==> src/rtl/sdramInitPkg.sv <==
package sdramInitPkg;

  // positions of fields in the control word
  localparam int EN_BIT  = 15;
  localparam int PRE_BIT = 14;
  localparam int LMR_BIT = 13;
  localparam int REF_BIT = 11;
  localparam int AP_BIT  = 10;

  typedef enum logic [1:0] {
    CMD_PRE = 2'd0,
    CMD_REF = 2'd1,
    CMD_LMR = 2'd2
  } initCmdE;

  typedef struct packed {
    logic    issue;
    initCmdE cmd;
    logic    enable;
  } pathStrobeT;

endpackage

==> src/rtl/sdramInitCtrl.sv <==
module sdramInitCtrl
  import sdramInitPkg::*;
#(
  parameter int STARTUP_CYCLES   = 12500,
  parameter int GAP_CYCLES       = 63,
  parameter int TRFC_CYCLES      = 7,
  parameter int REFRESH_INTERVAL = 1500
) (
  input  logic        clk,
  input  logic        rstN,
  input  logic        clkLocked,
  input  logic        wrEn,
  input  logic [15:0] wrData,
  output pathStrobeT  strobe,
  output logic        busy,
  output logic        ready,
  output logic        seqErr
);

  localparam int REF_GAP   = (TRFC_CYCLES > GAP_CYCLES) ? TRFC_CYCLES : GAP_CYCLES;
  localparam int GAP_W     = $clog2(REF_GAP + 1);
  localparam int START_W   = $clog2(STARTUP_CYCLES + 1);
  localparam int RI_W      = $clog2(REFRESH_INTERVAL + 1);
  localparam int STEP_DONE = 4;

  logic [START_W-1:0] startCnt;
  logic               startDone;
  logic               enReg;
  logic [2:0]         step;
  logic               pend;
  initCmdE            pendCmd;
  logic [GAP_W-1:0]   gapCnt;
  logic               gapZero;
  logic [RI_W-1:0]    refCnt;
  logic [2:0]         reqBits;
  logic [2:0]         expBits;
  initCmdE            stepCmd;
  logic               reqValid;
  logic               accept;
  logic               reject;
  logic               issueInit;
  logic               autoRef;

  // request bits ordered {precharge, refresh, load-mode}
  assign reqBits = {wrData[PRE_BIT], wrData[REF_BIT], wrData[LMR_BIT]};

  always_comb begin
    case (step)
      3'd0:    begin expBits = 3'b100; stepCmd = CMD_PRE; end
      3'd1,
      3'd2:    begin expBits = 3'b010; stepCmd = CMD_REF; end
      3'd3:    begin expBits = 3'b001; stepCmd = CMD_LMR; end
      default: begin expBits = 3'b000; stepCmd = CMD_PRE; end
    endcase
  end

  assign reqValid  = wrEn & wrData[EN_BIT] & (|reqBits);
  assign accept    = reqValid & ~pend & (reqBits == expBits);
  assign reject    = reqValid & ~accept;
  assign gapZero   = (gapCnt == '0);
  assign issueInit = pend & startDone & gapZero;
  assign autoRef   = ready & (refCnt == RI_W'(REFRESH_INTERVAL - 1));

  assign strobe.issue  = issueInit | autoRef;
  assign strobe.cmd    = issueInit ? pendCmd : CMD_REF;
  assign strobe.enable = enReg;
  assign busy          = ~startDone | pend | ~gapZero;

  // stabilization wait after clock lock
  always_ff @(posedge clk or negedge rstN) begin
    if (!rstN) begin
      startCnt  <= '0;
      startDone <= 1'b0;
    end else if (!startDone) begin
      if (!clkLocked) begin
        startCnt <= '0;
      end else if (startCnt == START_W'(STARTUP_CYCLES - 1)) begin
        startDone <= 1'b1;
      end else begin
        startCnt <= startCnt + 1'b1;
      end
    end
  end

  // request acceptance, ordering and pending slot
  always_ff @(posedge clk or negedge rstN) begin
    if (!rstN) begin
      enReg   <= 1'b0;
      step    <= '0;
      pend    <= 1'b0;
      pendCmd <= CMD_PRE;
      seqErr  <= 1'b0;
    end else begin
      if (wrEn && wrData[EN_BIT]) enReg <= 1'b1;
      if (reject) seqErr <= 1'b1;
      if (accept) begin
        pend    <= 1'b1;
        pendCmd <= stepCmd;
        step    <= step + 1'b1;
      end else if (issueInit) begin
        pend <= 1'b0;
      end
    end
  end

  // settling gap, ready flag and refresh interval
  always_ff @(posedge clk or negedge rstN) begin
    if (!rstN) begin
      gapCnt <= '0;
      ready  <= 1'b0;
      refCnt <= '0;
    end else begin
      if (issueInit) begin
        gapCnt <= (pendCmd == CMD_REF) ? GAP_W'(REF_GAP) : GAP_W'(GAP_CYCLES);
      end else if (!gapZero) begin
        gapCnt <= gapCnt - 1'b1;
      end
      if ((step == 3'(STEP_DONE)) && !pend && gapZero) ready <= 1'b1;
      if (!ready || autoRef) refCnt <= '0;
      else                   refCnt <= refCnt + 1'b1;
    end
  end

  // checker state: cycles since the last init command and the gap it owed
  logic [GAP_W:0]   sinceCmd;
  logic [GAP_W-1:0] owedGap;

  always_ff @(posedge clk or negedge rstN) begin
    if (!rstN) begin
      sinceCmd <= '1;
      owedGap  <= '0;
    end else if (issueInit) begin
      sinceCmd <= '0;
      owedGap  <= (pendCmd == CMD_REF) ? GAP_W'(REF_GAP) : GAP_W'(GAP_CYCLES);
    end else if (sinceCmd != '1) begin
      sinceCmd <= sinceCmd + 1'b1;
    end
  end

  a_r5_gap_kept: assert property (@(posedge clk) disable iff (!rstN)
    issueInit |-> (sinceCmd >= {1'b0, owedGap}));

  a_r8_err_sticky: assert property (@(posedge clk) disable iff (!rstN)
    seqErr |=> seqErr);

  a_r9_ready_sticky: assert property (@(posedge clk) disable iff (!rstN)
    ready |=> ready);

endmodule

==> src/rtl/sdramInitPath.sv <==
module sdramInitPath
  import sdramInitPkg::*;
#(
  parameter int ROW_BITS  = 12,
  parameter int BANK_BITS = 2
) (
  input  logic                 clk,
  input  logic                 rstN,
  input  pathStrobeT           strobe,
  input  logic [ROW_BITS-1:0]  modeWord,
  output logic                 csN,
  output logic                 rasN,
  output logic                 casN,
  output logic                 weN,
  output logic [ROW_BITS-1:0]  addr,
  output logic [BANK_BITS-1:0] ba
);

  always_ff @(posedge clk or negedge rstN) begin
    if (!rstN) begin
      csN  <= 1'b1;
      rasN <= 1'b1;
      casN <= 1'b1;
      weN  <= 1'b1;
      addr <= '0;
      ba   <= '0;
    end else begin
      csN  <= ~strobe.enable;
      rasN <= 1'b1;
      casN <= 1'b1;
      weN  <= 1'b1;
      addr <= '0;
      ba   <= '0;
      if (strobe.issue && strobe.enable) begin
        case (strobe.cmd)
          CMD_PRE: begin
            rasN         <= 1'b0;
            weN          <= 1'b0;
            addr[AP_BIT] <= 1'b1;
          end
          CMD_REF: begin
            rasN <= 1'b0;
            casN <= 1'b0;
          end
          CMD_LMR: begin
            rasN <= 1'b0;
            casN <= 1'b0;
            weN  <= 1'b0;
            addr <= modeWord;
          end
          default: ;
        endcase
      end
    end
  end

  a_r1_deselect_quiet: assert property (@(posedge clk) disable iff (!rstN)
    csN |-> (rasN && casN && weN));

  a_r3_single_cycle: assert property (@(posedge clk) disable iff (!rstN)
    (!csN && !(rasN && casN && weN)) |=> (rasN && casN && weN));

  a_r3_mode_on_addr: assert property (@(posedge clk) disable iff (!rstN)
    (!csN && !rasN && !casN && !weN) |-> (addr == $past(modeWord) && ba == '0));

endmodule

==> src/rtl/sdramInitSeq.sv <==
module sdramInitSeq
  import sdramInitPkg::*;
#(
  parameter int STARTUP_CYCLES   = 12500,
  parameter int GAP_CYCLES       = 63,
  parameter int TRFC_CYCLES      = 7,
  parameter int REFRESH_INTERVAL = 1500,
  parameter int ROW_BITS         = 12,
  parameter int BANK_BITS        = 2
) (
  input  logic                 clk,
  input  logic                 rstN,
  input  logic                 clkLocked,
  input  logic                 ctrlWrEn,
  input  logic [15:0]          ctrlWrData,
  input  logic [ROW_BITS-1:0]  modeWord,
  output logic                 csN,
  output logic                 rasN,
  output logic                 casN,
  output logic                 weN,
  output logic [ROW_BITS-1:0]  addr,
  output logic [BANK_BITS-1:0] ba,
  output logic                 busy,
  output logic                 ready,
  output logic                 seqErr
);

  pathStrobeT strobe;

  sdramInitCtrl #(
    .STARTUP_CYCLES  (STARTUP_CYCLES),
    .GAP_CYCLES      (GAP_CYCLES),
    .TRFC_CYCLES     (TRFC_CYCLES),
    .REFRESH_INTERVAL(REFRESH_INTERVAL)
  ) ctrl_i (
    .clk      (clk),
    .rstN     (rstN),
    .clkLocked(clkLocked),
    .wrEn     (ctrlWrEn),
    .wrData   (ctrlWrData),
    .strobe   (strobe),
    .busy     (busy),
    .ready    (ready),
    .seqErr   (seqErr)
  );

  sdramInitPath #(
    .ROW_BITS (ROW_BITS),
    .BANK_BITS(BANK_BITS)
  ) path_i (
    .clk     (clk),
    .rstN    (rstN),
    .strobe  (strobe),
    .modeWord(modeWord),
    .csN     (csN),
    .rasN    (rasN),
    .casN    (casN),
    .weN     (weN),
    .addr    (addr),
    .ba      (ba)
  );

endmodule

==> config.mk <==
export PLATFORM = sky130hd
export DESIGN_NAME = sdramInitSeq
export DESIGN_NICKNAME = d
export VERILOG_FILES = /design/src/rtl/sdramInitPkg.sv /design/src/rtl/sdramInitCtrl.sv /design/src/rtl/sdramInitPath.sv /design/src/rtl/sdramInitSeq.sv
export SDC_FILE = /design/constraint.sdc
export NUM_CORES = 1
export LEC_CHECK = 0
export ABC_AREA = 1
export BUFFER_PORTS_ARGS = -buffer_cell sky130_fd_sc_hd__buf_4
export CORE_MARGIN = 10
export CORE_UTILIZATION = 56
export CTS_CLUSTER_DIAMETER = 40
export CTS_CLUSTER_SIZE = 40
export DETAILED_ROUTE_END_ITERATION = 8
export HOLD_SLACK_MARGIN = 0.06
export PLACE_DENSITY_LB_ADDON = 0.3
export SLEW_MARGIN = 0
export SYNTH_ARGS = -nofsm -noshare
export SYNTH_HDL_FRONTEND = slang
export SYNTH_SLANG_ARGS = --single-unit
==> constraint.sdc <==
create_clock -name clk -period 2 [get_ports clk]
set_input_delay 0.4 -clock clk [delete_from_list [all_inputs] [get_ports clk]]
set_output_delay 0.4 -clock clk [all_outputs]
set_load 0.03 [all_outputs]
### After elaboration in Yosys (flattened, before gate mapping)

Index checks and enable logic that the tools add are counted.

| word-level totals | value |
|---|---|
| register bits | 57 |

| cells by class | value |
|---|---|
| bitwise gates (word level) | 16 |
| mux-type cells | 23 |
| reduce and logical (&&, ||, !) cells | 17 |
| add/sub/neg operators | 4 |
| eq/ne operators | 11 |

Operators by type and width:

| kind | count |
|---|---|
| $mux 14 | 2 |
| $add 14x1->14 const B | 1 |
| $eq 14x14->1 const B | 1 |
| $mux 1 | 12 |
| $mux 12 | 1 |
| $mux 6 | 2 |
| $add 11x1->11 const B | 1 |
| $eq 11x11->1 const B | 1 |
| $mux 11 | 1 |
| $mux 10 | 1 |
| $pmux 3 s3 | 1 |
| $and 1x1->1 | 8 |
| $eq 3x2->1 const B | 2 |
| $logic_not 6->1 | 1 |
| $reduce_or 2->1 | 3 |
| $reduce_or 3->1 | 2 |
| $sub 6x1->6 const B | 1 |
| $not 1->1 | 5 |
| $logic_and 1x1->1 | 4 |
| $ne 2x2->1 const B | 2 |
| $pmux 2 s2 | 1 |
| $add 3x1->3 const B | 1 |
| $eq 3x1->1 const B | 1 |
| $eq 3x3->1 | 1 |
| 12 further kinds | 15 |

### Longest topological paths before layout

| logic depth | value |
|---|---|
| depth after elaboration | 7 |
| depth in mapped cells | 10 |
| depth with buffers taken out | 10 |

### Hierarchy

From an unflattened synthesis, not the netlist that was laid out.

| second synthesis, totals | value |
|---|---|
| cell total of the unflattened synthesis | 348 |
| area, all modules | 2905.3 um^2 |

Modules (own cells, without submodules):

| module | area an instance (um^2) | cells an instance | sequential area each (um^2) | times used |
|---|---|---|---|---|
| sdramInitCtrl | 2290.9 | 291 | 1026.0 | 1 |
| sdramInitPath | 614.3 | 57 | 405.4 | 1 |

### Worst setup path before layout

OpenSTA, ideal clock, no wires.

| timing | value |
|---|---|
| path kind | reg2reg |
| start | register ctrl_i.gapCnt[0] |
| end | register path_i.addr[0] |
| clock period less this slack | 1.640 ns |
| path slack | 0.360 ns |
| arrival time | 1.571 ns |
| cell stages (with the launch flop) | 11 |
| data required time | 1.931 ns |
| cell sequence | dfrtp_1 > inv_1 > ha_1 > nand3_4 > nor2_4 > inv_2 > nor2_2 > ha_1 > nand3_2 > buf_6 > nor2_2 |

| on the way | value |
|---|---|
| word-level cells in the longest chain between the ends | 6 |
| elaborated cells on any way between the ends | 8 |
| classes of those cells | eq/ne: 1; mux: 3; bitwise: 2; reduce/logical: 2 |

RTL lines:

| element | line | source |
|---|---|---|
| start, declared | sdramInitCtrl.sv:32 | `logic [GAP_W-1:0] gapCnt;` |
| start signal, assigned | sdramInitCtrl.sv:114 | `gapCnt <= (pendCmd == CMD_REF) ? GAP_W'(REF_GAP) : GAP_W'(GAP_CYCLES);` |
| start signal, assigned | sdramInitCtrl.sv:116 | `gapCnt <= gapCnt - 1'b1;` |
| $logic_not 6->1 (*) | sdramInitCtrl.sv:60 | `assign gapZero = (gapCnt == '0);` |
| $and 1x1->1 (*) | sdramInitCtrl.sv:61 | `assign issueInit = pend & startDone & gapZero;` |
| $mux 2 | sdramInitCtrl.sv:65 | `assign strobe.cmd = issueInit ? pendCmd : CMD_REF;` |
| $eq 2x2->1 | sdramInitPath.sv:35 | `case (strobe.cmd)` |
| $mux 10 | sdramInitPath.sv:35 |  |
| $mux 12 (*) | sdramInitPath.sv:34 | `if (strobe.issue && strobe.enable) begin` |
| end signal, assigned | sdramInitPath.sv:49 | `addr <= modeWord;` |
| end, declared | sdramInitPath.sv:15 | `output logic [ROW_BITS-1:0] addr,` |

Mark *: on every way between the ends. The rest lies on a longest branch, timed or not.
A chain may end at the register's enable or synchronous reset.

### Final worst setup path

| timing | value |
|---|---|
| start | register ctrl_i.gapCnt[0] |
| end | output busy |

| on the way | value |
|---|---|
| word-level cells in the longest chain between the ends | 3 |

RTL lines:

| element | line | source |
|---|---|---|
| $logic_not 6->1 | sdramInitCtrl.sv:60 |  |
| $not 1->1 | sdramInitCtrl.sv:67 | `assign busy = ~startDone \| pend \| ~gapZero;` |
| $or 1x1->1 | sdramInitCtrl.sv:67 |  |
| end, declared | sdramInitSeq.sv:23 | `output logic busy,` |

No other way between the ends.

==> flow_summary.yaml <==
run_status:
  outcome: "finished clean"
cells_and_area:
  area_growth_syn_to_layout_pct: 18.9
  final_design_area_no_fill_mm2: 0.00355
  fin_util: 0.690
  antennaDiodeCount: 0
  final_nets: 447
  drive_gt1_frac: 0.233
  fillers: 407
die:
  coreArea_mm2: 0.00514
  initial_core_util: 0.580
  die_area_mm2: 0.00865
  num_rows: 26
  die_y_um: 93.0
  ios: 53
  die_w_um: 93.0
sta:
  final.min_clock_period_ns: 1.89
  rsz0062_at_grt: "false"
  drv_slew: 0
  hold_viol_final: 0
  period_share: 0.944
  slew_headroom: 0.533
  setup_slack_ns: 0.113
  setup_viol_count_final: 0
  tightest_slew_ns: 0.700
  fin_worst_skew_ns: 0.00736
  fmax_mhz: 530
  tns_ns: 0
clocking:
  cts.sinks: 57
  hold_buffers: 0
  cts_tree: "built"
  htree_levels: 3
  clock_latency_ns: 0.33
  numCtsBuffers: 9
  clk_pin_slew_ns: 0.06
  clockRootBuffer: "clkbuf_8"
  clk_path_buf_depth: 2
critical_path:
  start_kind: "flop"
  arrival_ns: 1.49
  cp_data_required_time_ns: 1.60
  worst-path-max-fanout: 8
  cp-end-kind: "primary output"
  worstSetupPathType: "flop to primary output"
grt:
  grt_util_all_layers: 0.144
  grt_pass1_wl_mm: 10.2
  grt_max_degree: 58
  grt_pass1_vias: 2311
  antenna_found_initial: 0
  overflow: 0
synthesis:
  yosys-top-cells-count: "nand2_1 (82), dfrtp_1 (53), inv_1 (50), nor2_1 (40), nand3_1 (27)"
  synth_area_mm2: 0.00298
  synth_warnings: 0
  synthArstFlopShare: 1.00
  yosys-top-cells-area: "dfrtp_1 (44%), nand2_1 (10%), inv_1 (6.3%), ha_1 (5.0%), nor2_1 (5.0%)"
  synth_ff_type: "dfrtp_1"
  yosysTopAreaCellShare: 0.445
  ys_ff_latch: 57
  postSynthCellCount: 355
  yosys.area.top_type: "dfrtp_1"
  synth.distinct_cells: 33
  synth-edff-count: 0
  yosysMostFrequentCell: "nand2_1"
  ys_seq_area_frac: 0.480
  syn_area_per_cell_um2: 8.40
flow_run:
  maxCapViolations: 0
drt:
  drtPass1Iterations: 4
  routedWlPerCell_um: 12.3
  wirelength_mm: 5.86
  antenna_left: 0
  detail_route.vias_per_cell: 4.89
  drcViolationCount: 0
  drt_iter0_drc: 99
  num_vias: 2338
placed_design:
  gp_congestion: 0.856
  hpwlAfterDp_mm: 4.21
  place_ws_ns: 0.0965
  port_buffers: 38
  placed_cell_area_mm2: 0.00333
pwr:
  ir_drop_uv: 489
  p_leak_uw: 0.00178
  p_per_area_mw_per_mm2: 677
  fin_total_pwr_uw: 2400
worst_hold_path:
  hold_path.class: "primary input to asynchronous set/reset pin"
-- where the power goes --
group          switching, µW  internal [µW]
sequential              4.44           1160
combinational           54.4           36.1
clock                    455            695
total                    513           1890
-- registers in the layout, summed over array words and instances (netlist names) --
signal,cells
ctrl_i.enReg,1
ctrl_i.gapCnt,6
path_i.casN,1
ctrl_i.startDone,1
ctrl_i.pend,1
ctrl_i.seqErr,1
ctrl_i.startCnt,14
ctrl_i.refCnt,11
path_i.rasN,1
ctrl_i.pendCmd,2
ctrl_i.ready,1
path_i.weN,1
path_i.csN,1
path_i.addr,12
ctrl_i.step,3
-- cell usage in the layout, fill, tap and decap left out, types with 12 or more instances in the layout --
cell type	instances
buf_4	42
dfrtp_1	53
ha_1	12
inv_1	50
nand2_1	82
nand3_1	27
nor2_1	40
nor2_2	15
o21ai_0	12
-- kinds of logic (layout without fill, tap and decap cells) --
group,Yosys count,in the layout,synth area share
DFF,57,57,0.480
xor gates and xnor gates,10,10,0.0294
buffers and inverters,58,110,0.0868
AOI/OAI and AO/OA,32,32,0.0671
adders and majority gates,12,12,0.0503
other,1,2,0.00126
and+or+nand+nor,185,185,0.285
-- worst max-delay path: stages, from the launching register on --
cell and delay [ns]:
dfrtp_1 0.40, inv_1 0.09, ha_1 0.19, nand3_4 0.14, inv_1 0.10, nand3_1 0.07
buf_4 0.17
-- metrics by stage --
| step | std cells | hold WS [ns] |
|---|---|---|
| floorplan | 356 | 0.104 |
| global placement | 462 | 0.452 |
| detailed placement | 462 | 0.466 |
| CTS | 478 | 0.136 |
| global route | 478 | 0.159 |
| finish | 478 | 0.119 |
-- layer usage --
metal,track usage,share of wire
met5,0,0
met4,0.0733,0.018
met3,0.0448,0.049
met2,0.237,0.50
met1,0.166,0.43
-- what timing repair did --
| action | CTS | global route |
|---|---|---|
| hold endpoints to repair | 0 | 0 |
| setup endpoints to repair | 0 | 11 |
| setup buffers | 0 | 0 |
| gates resized for setup | 0 | 1 |
-- worst paths after layout --
check	to	cells past startpoint	slack [ns]	from
min in group clk	ctrl_i.enReg	3	0.28	ctrlWrData[15]
min	ctrl_i.refCnt[2]	1	0.12	rstN
max	busy	6	0.11	ctrl_i.gapCnt[0]
max in group asynchronous	ctrl_i.gapCnt[3]	1	1.42	rstN
max reg2reg	path_i.addr[11]	9	0.22	ctrl_i.gapCnt[0]
min reg2reg	ctrl_i.pendCmd[1]	2	0.48	ctrl_i.pendCmd[1]
-- area by class of cell --
cell class	count	area, µm²	area share
tap	70	87.6	0.0247
clock buffer	10	128	0.0360
sequential	57	1430	0.404
clock inverter	6	82.6	0.0233
multi-input combinational	241	1300	0.368
inverter	52	198	0.0558
timing repair buffer	42	315	0.0889
Note: power is estimated with default switching activity, not from simulation.
